## config.mk

```make
export PLATFORM = sky130hd
export DESIGN_NAME = ctrl_mode_detect
export DESIGN_NICKNAME = d
export VERILOG_FILES = /design/src/rtl/ctrl_mode_detect.sv
export SDC_FILE = /design/constraint.sdc
export NUM_CORES = 1
export LEC_CHECK = 0
export ABC_AREA = 1
export BUFFER_PORTS_ARGS = -buffer_cell sky130_fd_sc_hd__buf_4
export CAP_MARGIN = 20
export CORE_AREA = 2 2 72 91
export CTS_BUF_LIST = sky130_fd_sc_hd__clkbuf_8
export DETAILED_ROUTE_END_ITERATION = 8
export DIE_AREA = 0 0 74 93
export GPL_ROUTABILITY_DRIVEN = 0
export GPL_TIMING_DRIVEN = 0
export HOLD_SLACK_MARGIN = 0.03
export PLACE_DENSITY_LB_ADDON = 0.08
export SLEW_MARGIN = 20
export SYNTH_ARGS = -nofsm -noshare
export SYNTH_HDL_FRONTEND = slang
export SYNTH_SLANG_ARGS = --single-unit
```

## constraint.sdc

```tcl
create_clock -name clk -period 1.9 [get_ports clk]
set_input_delay 0.285 -clock clk [delete_from_list [all_inputs] [get_ports clk]]
set_output_delay 0.285 -clock clk [all_outputs]
set_load 0.01 [all_outputs]
```

## src/rtl/ctrl_mode_detect.sv

```systemverilog
module ctrl_mode_detect #(
  parameter int SHDN_US   = 2500,
  parameter int DELAY_US  = 100,
  parameter int DETECT_US = 260,
  parameter int WIN_US    = 1000
) (
  input  logic clk,
  input  logic rst_n,
  input  logic tick_us,
  input  logic ctrl_pin,
  output logic enable,
  output logic digital_mode,
  output logic mode_locked
);
  localparam int CW = $clog2(SHDN_US + WIN_US + 2);

  typedef enum logic [1:0] {ST_OFF, ST_DETECT, ST_RUN} st_t;

  st_t           st;
  logic          pin_q, qual, dig;
  logic [CW-1:0] low_cnt, win_cnt;

  wire fall   = pin_q & ~ctrl_pin;
  wire shdn   = (st != ST_OFF) && !ctrl_pin && (low_cnt > CW'(SHDN_US));
  wire hit    = (st == ST_DETECT) && !ctrl_pin && qual &&
                (low_cnt > CW'(DETECT_US)) && (win_cnt < CW'(WIN_US));
  wire expire = (st == ST_DETECT) && (win_cnt >= CW'(WIN_US));

  always_ff @(posedge clk or negedge rst_n) begin
    if (!rst_n) begin
      pin_q   <= 1'b0;
      low_cnt <= '0;
    end else begin
      pin_q <= ctrl_pin;
      if (ctrl_pin)
        low_cnt <= '0;
      else if (tick_us && low_cnt <= CW'(SHDN_US))
        low_cnt <= low_cnt + 1'b1;
    end
  end

  always_ff @(posedge clk or negedge rst_n) begin
    if (!rst_n) begin
      win_cnt <= '0;
      qual    <= 1'b0;
    end else if (st != ST_DETECT) begin
      win_cnt <= '0;
      qual    <= 1'b0;
    end else begin
      if (tick_us && win_cnt < CW'(WIN_US))
        win_cnt <= win_cnt + 1'b1;
      if (fall)
        qual <= (win_cnt >= CW'(DELAY_US));
    end
  end

  always_ff @(posedge clk or negedge rst_n) begin
    if (!rst_n) begin
      st  <= ST_OFF;
      dig <= 1'b0;
    end else begin
      case (st)
        ST_OFF: if (ctrl_pin) begin
          st  <= ST_DETECT;
          dig <= 1'b0;
        end
        ST_DETECT: begin
          if (shdn) begin
            st  <= ST_OFF;
            dig <= 1'b0;
          end else if (hit) begin
            st  <= ST_RUN;
            dig <= 1'b1;
          end else if (expire) begin
            st  <= ST_RUN;
            dig <= 1'b0;
          end
        end
        ST_RUN: if (shdn) begin
          st  <= ST_OFF;
          dig <= 1'b0;
        end
        default: begin
          st  <= ST_OFF;
          dig <= 1'b0;
        end
      endcase
    end
  end

  assign enable       = (st != ST_OFF);
  assign mode_locked  = (st == ST_RUN);
  assign digital_mode = dig;
endmodule


```

=== Yosys cells after proc, flatten, opt, wreduce, memory -nomap -nowiden ===
Cells that the tools add are included.

* Bits in writable memories: 0
* Output and inout bits: 3
* ROM bits: 0
* Flip-flop bits (word level): 29
* Logic and storage cells: 56
* Memories: 0
* Latch bits: 0
* Input bits: 4

* Multiplexer cells: 18
* $add $sub $neg: 2
* Reductions and logical operators: 16
* Bitwise gates (word level): 2
* Shift-type cells: 0
* Order comparisons: 6
* Multiply operators: 0
* Eq/ne operators: 6
* Div/mod/pow operators: 0

{| class="wikitable"
|+ Operators with widths
! operator !! number
|-
| 12-bit 2-to-1 mux || 4
|-
| 12-bit by 1-bit adder with 12-bit output, second input constant || 2
|-
| 12-bit by 10-bit greater-or-equal comparator with 1-bit output, second input constant || 1
|-
| 12-bit by 7-bit greater-or-equal comparator with 1-bit output, second input constant || 1
|-
| 12-bit greater-than comparator, second input constant || 1
|-
| 12-bit by 9-bit greater-than comparator with 1-bit output, second input constant || 1
|-
| 12-bit less-or-equal comparator, second input constant || 1
|-
| 12-bit by 10-bit less-than comparator with 1-bit output, second input constant || 1
|-
| 2-bit 2-to-1 mux || 5
|-
| 1-bit logical AND || 9
|-
| 2-bit nonzero test || 4
|-
| 1-bit 2-to-1 mux || 7
|-
| 2-bit one-hot mux with 3 select lines || 1
|-
| 2-bit by 1-bit inequality test with 1-bit output, second input constant || 2
|-
| 4-bit inequality test, second input constant || 1
|-
| 1-bit one-hot mux with 3 select lines || 1
|-
| 3-bit AND reduction || 1
|-
| 2-bit by 1-bit equality test with 1-bit output, second input constant || 1
|-
| 2-bit equality test, second input constant || 1
|-
| 2-bit zero test || 1
|-
| 2-bit inequality test, second input constant || 1
|-
| 1-bit bitwise AND || 1
|-
| 1-bit zero test || 1
|-
| 1-bit inverter || 1
|}

=== Logic depth before layout (Yosys ltp) ===
* Depth in word-level cells: 8
* Depth in mapped cells: 11

=== Worst setup path before layout ===
Ideal clock, no wire load.

* Kind: reg-to-reg
* From: reg low_cnt[0]
* To: reg low_cnt[5]
* Data arrival time: 1410 ps
* Cell stages (with the launch flop): 11
* Clock period less this slack: 1532 ps
* Path slack: 368 ps
* Buffers on the path: 1
* Required time: 1778 ps
* Library setup time: 122 ps
* Path through: dfrtp_1 -> inv_1 -> ha_1 -> nand3_1 -> nor3_2 -> nand2_1 -> nand2_2 -> nand2_4 -> buf_6 -> nor3_1 -> nor2_1

* Word-level cells in the longest chain between the ends: 3
* Elaborated cells between the ends (all ways): 6

{| class="wikitable"
|+ RTL lines
! item !! RTL line !! source
|-
| start: declaration || 21 || <nowiki>logic [CW-1:0] low_cnt, win_cnt;</nowiki>
|-
| start signal: assignment || 38 || <nowiki>low_cnt <= low_cnt + 1'b1;</nowiki>
|-
| 12-bit by 1-bit adder with 12-bit output / 12-bit less-or-equal comparator (equally long branches) || 38, 37 ||
|-
| 12-bit 2-to-1 mux / 1-bit logical AND (equally long branches) || 37 || <nowiki>else if (tick_us && low_cnt <= CW'(SHDN_US))</nowiki>
|-
| 12-bit 2-to-1 mux / 2-bit nonzero test (equally long branches) || - ||
|}

Several ways; a longest one is shown, not always the timed one. The select of a mux whose other input is x is not followed.
A chain may end at the register's enable or synchronous reset.

=== Worst setup path in the final report ===
* From: reg low_cnt[1]
* To: reg low_cnt[9]

Same word-level chain as after synthesis.

==> summary by stage <==
Floorplan
The region available for standard cell placement spans 6050 µm². The die width is 74 µm. The full die area is 6880 µm².

The boundary pin count is 7. The die boundary height is 93 µm. After floorplanning, the core was divided into 32 placement rows. The effective utilization at floorplan is 29.3%.

STA
The maximum clock frequency is 583 MHz. The post-route minimum period is 1710 ps. The transition at the pin with the smallest max-transition slack is 428 ps. The setup clock skew after layout is 5.49 ps. The count of pins over their slew limit is 0. Setup slack on the critical path of the routed design comes to 186 ps. Setup violations remaining at the end of the flow were counted as 0. In the finished design, the share of the clock period the worst path needs comes to 90.2%.

For the final routed database, the setup TNS stands at 0 ps. Headroom to the max-slew limit came out at 71.3%. The count of endpoints failing hold in the final timing report came to 0. Setup repair after global routing left no endpoint under its margin.

Clock tree
The clock net sink count is 29. The clock latency reported for the late side of the worst-skew pair is 270 ps. Clock-pin slew was measured on the worst setup and hold paths at 70 ps.

In this run the deepest clock path goes through 2 buffers. TritonCTS built the clock tree. Counting the buffers created by CTS gives 5. The H-tree depth reported by CTS is 2. The master cell of the clock root buffer is sky130_fd_sc_hd__clkbuf_8.

Cells and area
The count of cells in the finished layout, fillers not included, comes to 331. The number of nets in the layout is 255. The fill cell instance count of the final layout is 667. Cells with a size suffix above 1 make up 16.7% of the layout.

The number of antenna cells inserted is 0. Cells fill 33.4% of the core in the end. The layout overhead on the synthesized area is 14.3%.

Synthesis
The synthesized design devotes to its leading area cell type 41.0% of total area. Ranked by total cell area, the synthesized netlist is headed by sky130_fd_sc_hd__dfrtp_1 (41%), sky130_fd_sc_hd__nand2_1 (12%), sky130_fd_sc_hd__nor2_1 (6.8%), sky130_fd_sc_hd__inv_1 (5.5%), sky130_fd_sc_hd__nand3_1 (3.4%). The largest total area in the synthesized netlist belongs to sky130_fd_sc_hd__dfrtp_1.

After synthesis the cells add up to 1770 µm². The net count after synthesis is 240. Each instance of the synthesized netlist takes up on average 7.63 µm².

After synthesis, flip-flops and latches occupy 41.0% of the total area. In the synthesized netlist, the number of instances is 232. The count of synthesis-stage warnings from yosys is 0. Counting flops and latches in the post-synthesis netlist gives 29. Synthesis instantiated 34 different standard cells from the library.

Setup path
STA classifies the critical path endpoint as a flip-flop. The delay of the slowest cell on the worst path is 400 ps. Together, buffers and inverters on the worst path number 3. The critical path launch point type is a flip-flop.

The critical path goes through inv_1 > ha_1 > nand3_2 > nor3_2 > nand2_1 > nand2_2 > nand2_4 > inv_4 > nor2_8 > inv_2 > o21ai_2. The cell with the largest stage delay on the worst path is sky130_fd_sc_hd__dfrtp_1. Data arrives at the worst endpoint at 1880 ps. The data required time at the worst endpoint is 2060 ps.

The kind of cell with the highest combined delay along the critical path is simple AND/OR/NAND/NOR gates. The category of the critical setup timing path is reg2reg. The flop-to-flop setup slack is 190 ps. The maximum net fanout on the critical path is 7.

Power
The analysis attributes to cell leakage a power of 0.873 nW. Power spread over the standard cell area amounts to 750 nW/µm². The maximum vdd ir drop is 0.428 mV.

Drt
In the routed design, unresolved DRC markers number 0. The remaining number of nets flagged by the antenna check after routing is 0. The number of violations reported at the end of detailed-routing iteration 0 is 40. Detailed routing placed a total of 2230 µm of wire on met2. The routed length on met3 is 72 µm. The met1 routed wirelength after detailed routing is 1790 µm. The detailed router placed 1487 vias in this run.

The per-cell routed wire length is 12.5 µm. Before antenna repair, the detailed router went through 4 iterations. In the routed layout, each cell is associated on average with a via count of 4.49. After detailed routing, the total wire length is 4130 µm. In this run the top signal layer used is met4.

Place
Once placement completed, the tool counted placed cells totaling 323. The post-placement setup slack is 114 ps. The count of buffers added on input and output ports is 6. The post-DP HPWL is 3050 µm.

Global routing
Global routing finished with a remaining overflow of 0. The global router's overall resource usage is 13.9%. The largest net degree at the start of global routing is 30. The first global-routing pass estimated 7180 µm of wire. The initial antenna violation count was 0. The number of global-route vias before repair is 1558.

Job
The number of max-cap violations is 0.

Hold path
The path class of the tightest hold or removal check is in2reg.

Status
The flow ran to the end, and the final reports show no timing, DRC or antenna violations.
area by class of cell:
class,count,area [µm²],area share (%)
inverters,29,111,5.51
plain buffers,3,21.3,1.05
flip-flops and latches,29,726,35.9
well taps,85,106,5.26
repair buffers,8,62.6,3.09
multi-input cells,171,921,45.5
clock inverters,1,5.00,0.248
clock buffers,5,68.8,3.40
state kept, by name, indices dropped and copies added (netlist names):
signal        count
pin_q             1
low_cnt          12
win_cnt          12
digital_mode      1
qual              1
st                2
per-layer routing:
layer / track usage [%] / vias to the layer above
li1: - / 784
met1: 15.3 / 692
met2: 25.7 / 7
met3: 2.91 / 4
met4: 4.55 / 0
met5: 0 / -
synthesized netlist by cell type:
| cell type | number |
|---|---|
| sky130_fd_sc_hd__a21oi_1 | 10 |
| sky130_fd_sc_hd__a21oi_2 | 2 |
| sky130_fd_sc_hd__a22oi_1 | 1 |
| sky130_fd_sc_hd__a31oi_1 | 1 |
| sky130_fd_sc_hd__and2_1 | 1 |
| sky130_fd_sc_hd__buf_2 | 2 |
| sky130_fd_sc_hd__buf_6 | 1 |
| sky130_fd_sc_hd__dfrtp_1 | 29 |
| sky130_fd_sc_hd__ha_1 | 4 |
| sky130_fd_sc_hd__inv_1 | 26 |
| sky130_fd_sc_hd__inv_2 | 2 |
| sky130_fd_sc_hd__inv_4 | 1 |
| sky130_fd_sc_hd__nand2_1 | 55 |
| sky130_fd_sc_hd__nand2_2 | 5 |
| sky130_fd_sc_hd__nand2_4 | 1 |
| sky130_fd_sc_hd__nand3_1 | 12 |
| sky130_fd_sc_hd__nand3_2 | 1 |
| sky130_fd_sc_hd__nand3b_1 | 1 |
| sky130_fd_sc_hd__nand4_1 | 6 |
| sky130_fd_sc_hd__nor2_1 | 32 |
| sky130_fd_sc_hd__nor2_2 | 1 |
| sky130_fd_sc_hd__nor2_4 | 1 |
| sky130_fd_sc_hd__nor2_8 | 1 |
| sky130_fd_sc_hd__nor3_1 | 9 |
| sky130_fd_sc_hd__nor3_2 | 1 |
| sky130_fd_sc_hd__nor4_1 | 1 |
| sky130_fd_sc_hd__o21a_1 | 1 |
| sky130_fd_sc_hd__o21ai_0 | 7 |
| sky130_fd_sc_hd__o21ai_1 | 1 |
| sky130_fd_sc_hd__o21ai_2 | 4 |
| sky130_fd_sc_hd__o31ai_1 | 4 |
| sky130_fd_sc_hd__o31ai_2 | 2 |
| sky130_fd_sc_hd__xnor2_1 | 1 |
| sky130_fd_sc_hd__xor2_1 | 5 |
worst paths after layout:
check / from / depth (start not counted) / end
worst min register to register: digital_mode / 2 / digital_mode
worst max-delay path: low_cnt[1] / 11 / low_cnt[9]
worst max register to register: low_cnt[1] / 11 / low_cnt[9]
max in group asynchronous: rst_n / 2 / st[1]
min in group asynchronous: rst_n / 2 / low_cnt[3]
worst min-delay path: ctrl_pin / 1 / pin_q
cell usage in the layout (no fill, tap or decap), types with 2 or more instances in the layout:
cell,synthesis,final
sky130_fd_sc_hd__a21oi_1,10,10
sky130_fd_sc_hd__a21oi_2,2,2
sky130_fd_sc_hd__buf_2,2,2
sky130_fd_sc_hd__buf_4,0,7
sky130_fd_sc_hd__clkbuf_8,0,5
sky130_fd_sc_hd__dfrtp_1,29,29
sky130_fd_sc_hd__ha_1,4,4
sky130_fd_sc_hd__inv_1,26,25
sky130_fd_sc_hd__inv_2,2,3
sky130_fd_sc_hd__nand2_1,55,55
sky130_fd_sc_hd__nand2_2,5,5
sky130_fd_sc_hd__nand3_1,12,11
sky130_fd_sc_hd__nand3_2,1,2
sky130_fd_sc_hd__nand4_1,6,6
sky130_fd_sc_hd__nor2_1,32,32
sky130_fd_sc_hd__nor3_1,9,8
sky130_fd_sc_hd__nor3_2,1,2
sky130_fd_sc_hd__o21ai_0,7,7
sky130_fd_sc_hd__o21ai_2,4,4
sky130_fd_sc_hd__o31ai_1,4,4
sky130_fd_sc_hd__o31ai_2,2,2
sky130_fd_sc_hd__xor2_1,5,5
power by group:
group	internal, mW	total [mW]	switching, mW	leakage, nW
registers	0.660	0.687	0.0271	0.397
logic	0.122	0.361	0.239	0.437
clock network	0.240	0.468	0.228	0.0399
total	1.02	1.52	0.494	0.873
through the flow:
stage,cell area (µm²),hold slack (ps),power (mW)
3_5_place_dp,1920,252,1.07
2_1_floorplan,1770,-10.6,0.940
4_1_cts,2000,118,1.55
5_1_grt,2020,113,1.63
6_report,2020,131,1.52
3_3_place_gp,1920,250,1.07
cell families (layout without fill, tap and decap cells):
| family | count (synthesis) | in the layout | share of synthesized area [%] |
|---|---|---|---|
| buffers and inverters | 32 | 46 | 7.50 |
| AOI/OAI and AO/OA | 33 | 33 | 12.4 |
| and+or+nand+nor | 128 | 128 | 33.3 |
| DFF | 29 | 29 | 41.0 |
| xor gates and xnor gates | 6 | 6 | 2.97 |
| adders and majority gates | 4 | 4 | 2.83 |
timing repair:
| item | 4_1_cts | 5_1_grt |
|---|---|---|
| buffers inserted | 0 | 1 |
| resized for setup | 0 | 3 |
| endpoints found under the hold margin | 29 | 0 |
| hold buffers | 1 | 0 |
| setup endpoints to repair | 0 | 15 |
No activity file was read; power rests on OpenSTA's default activity.
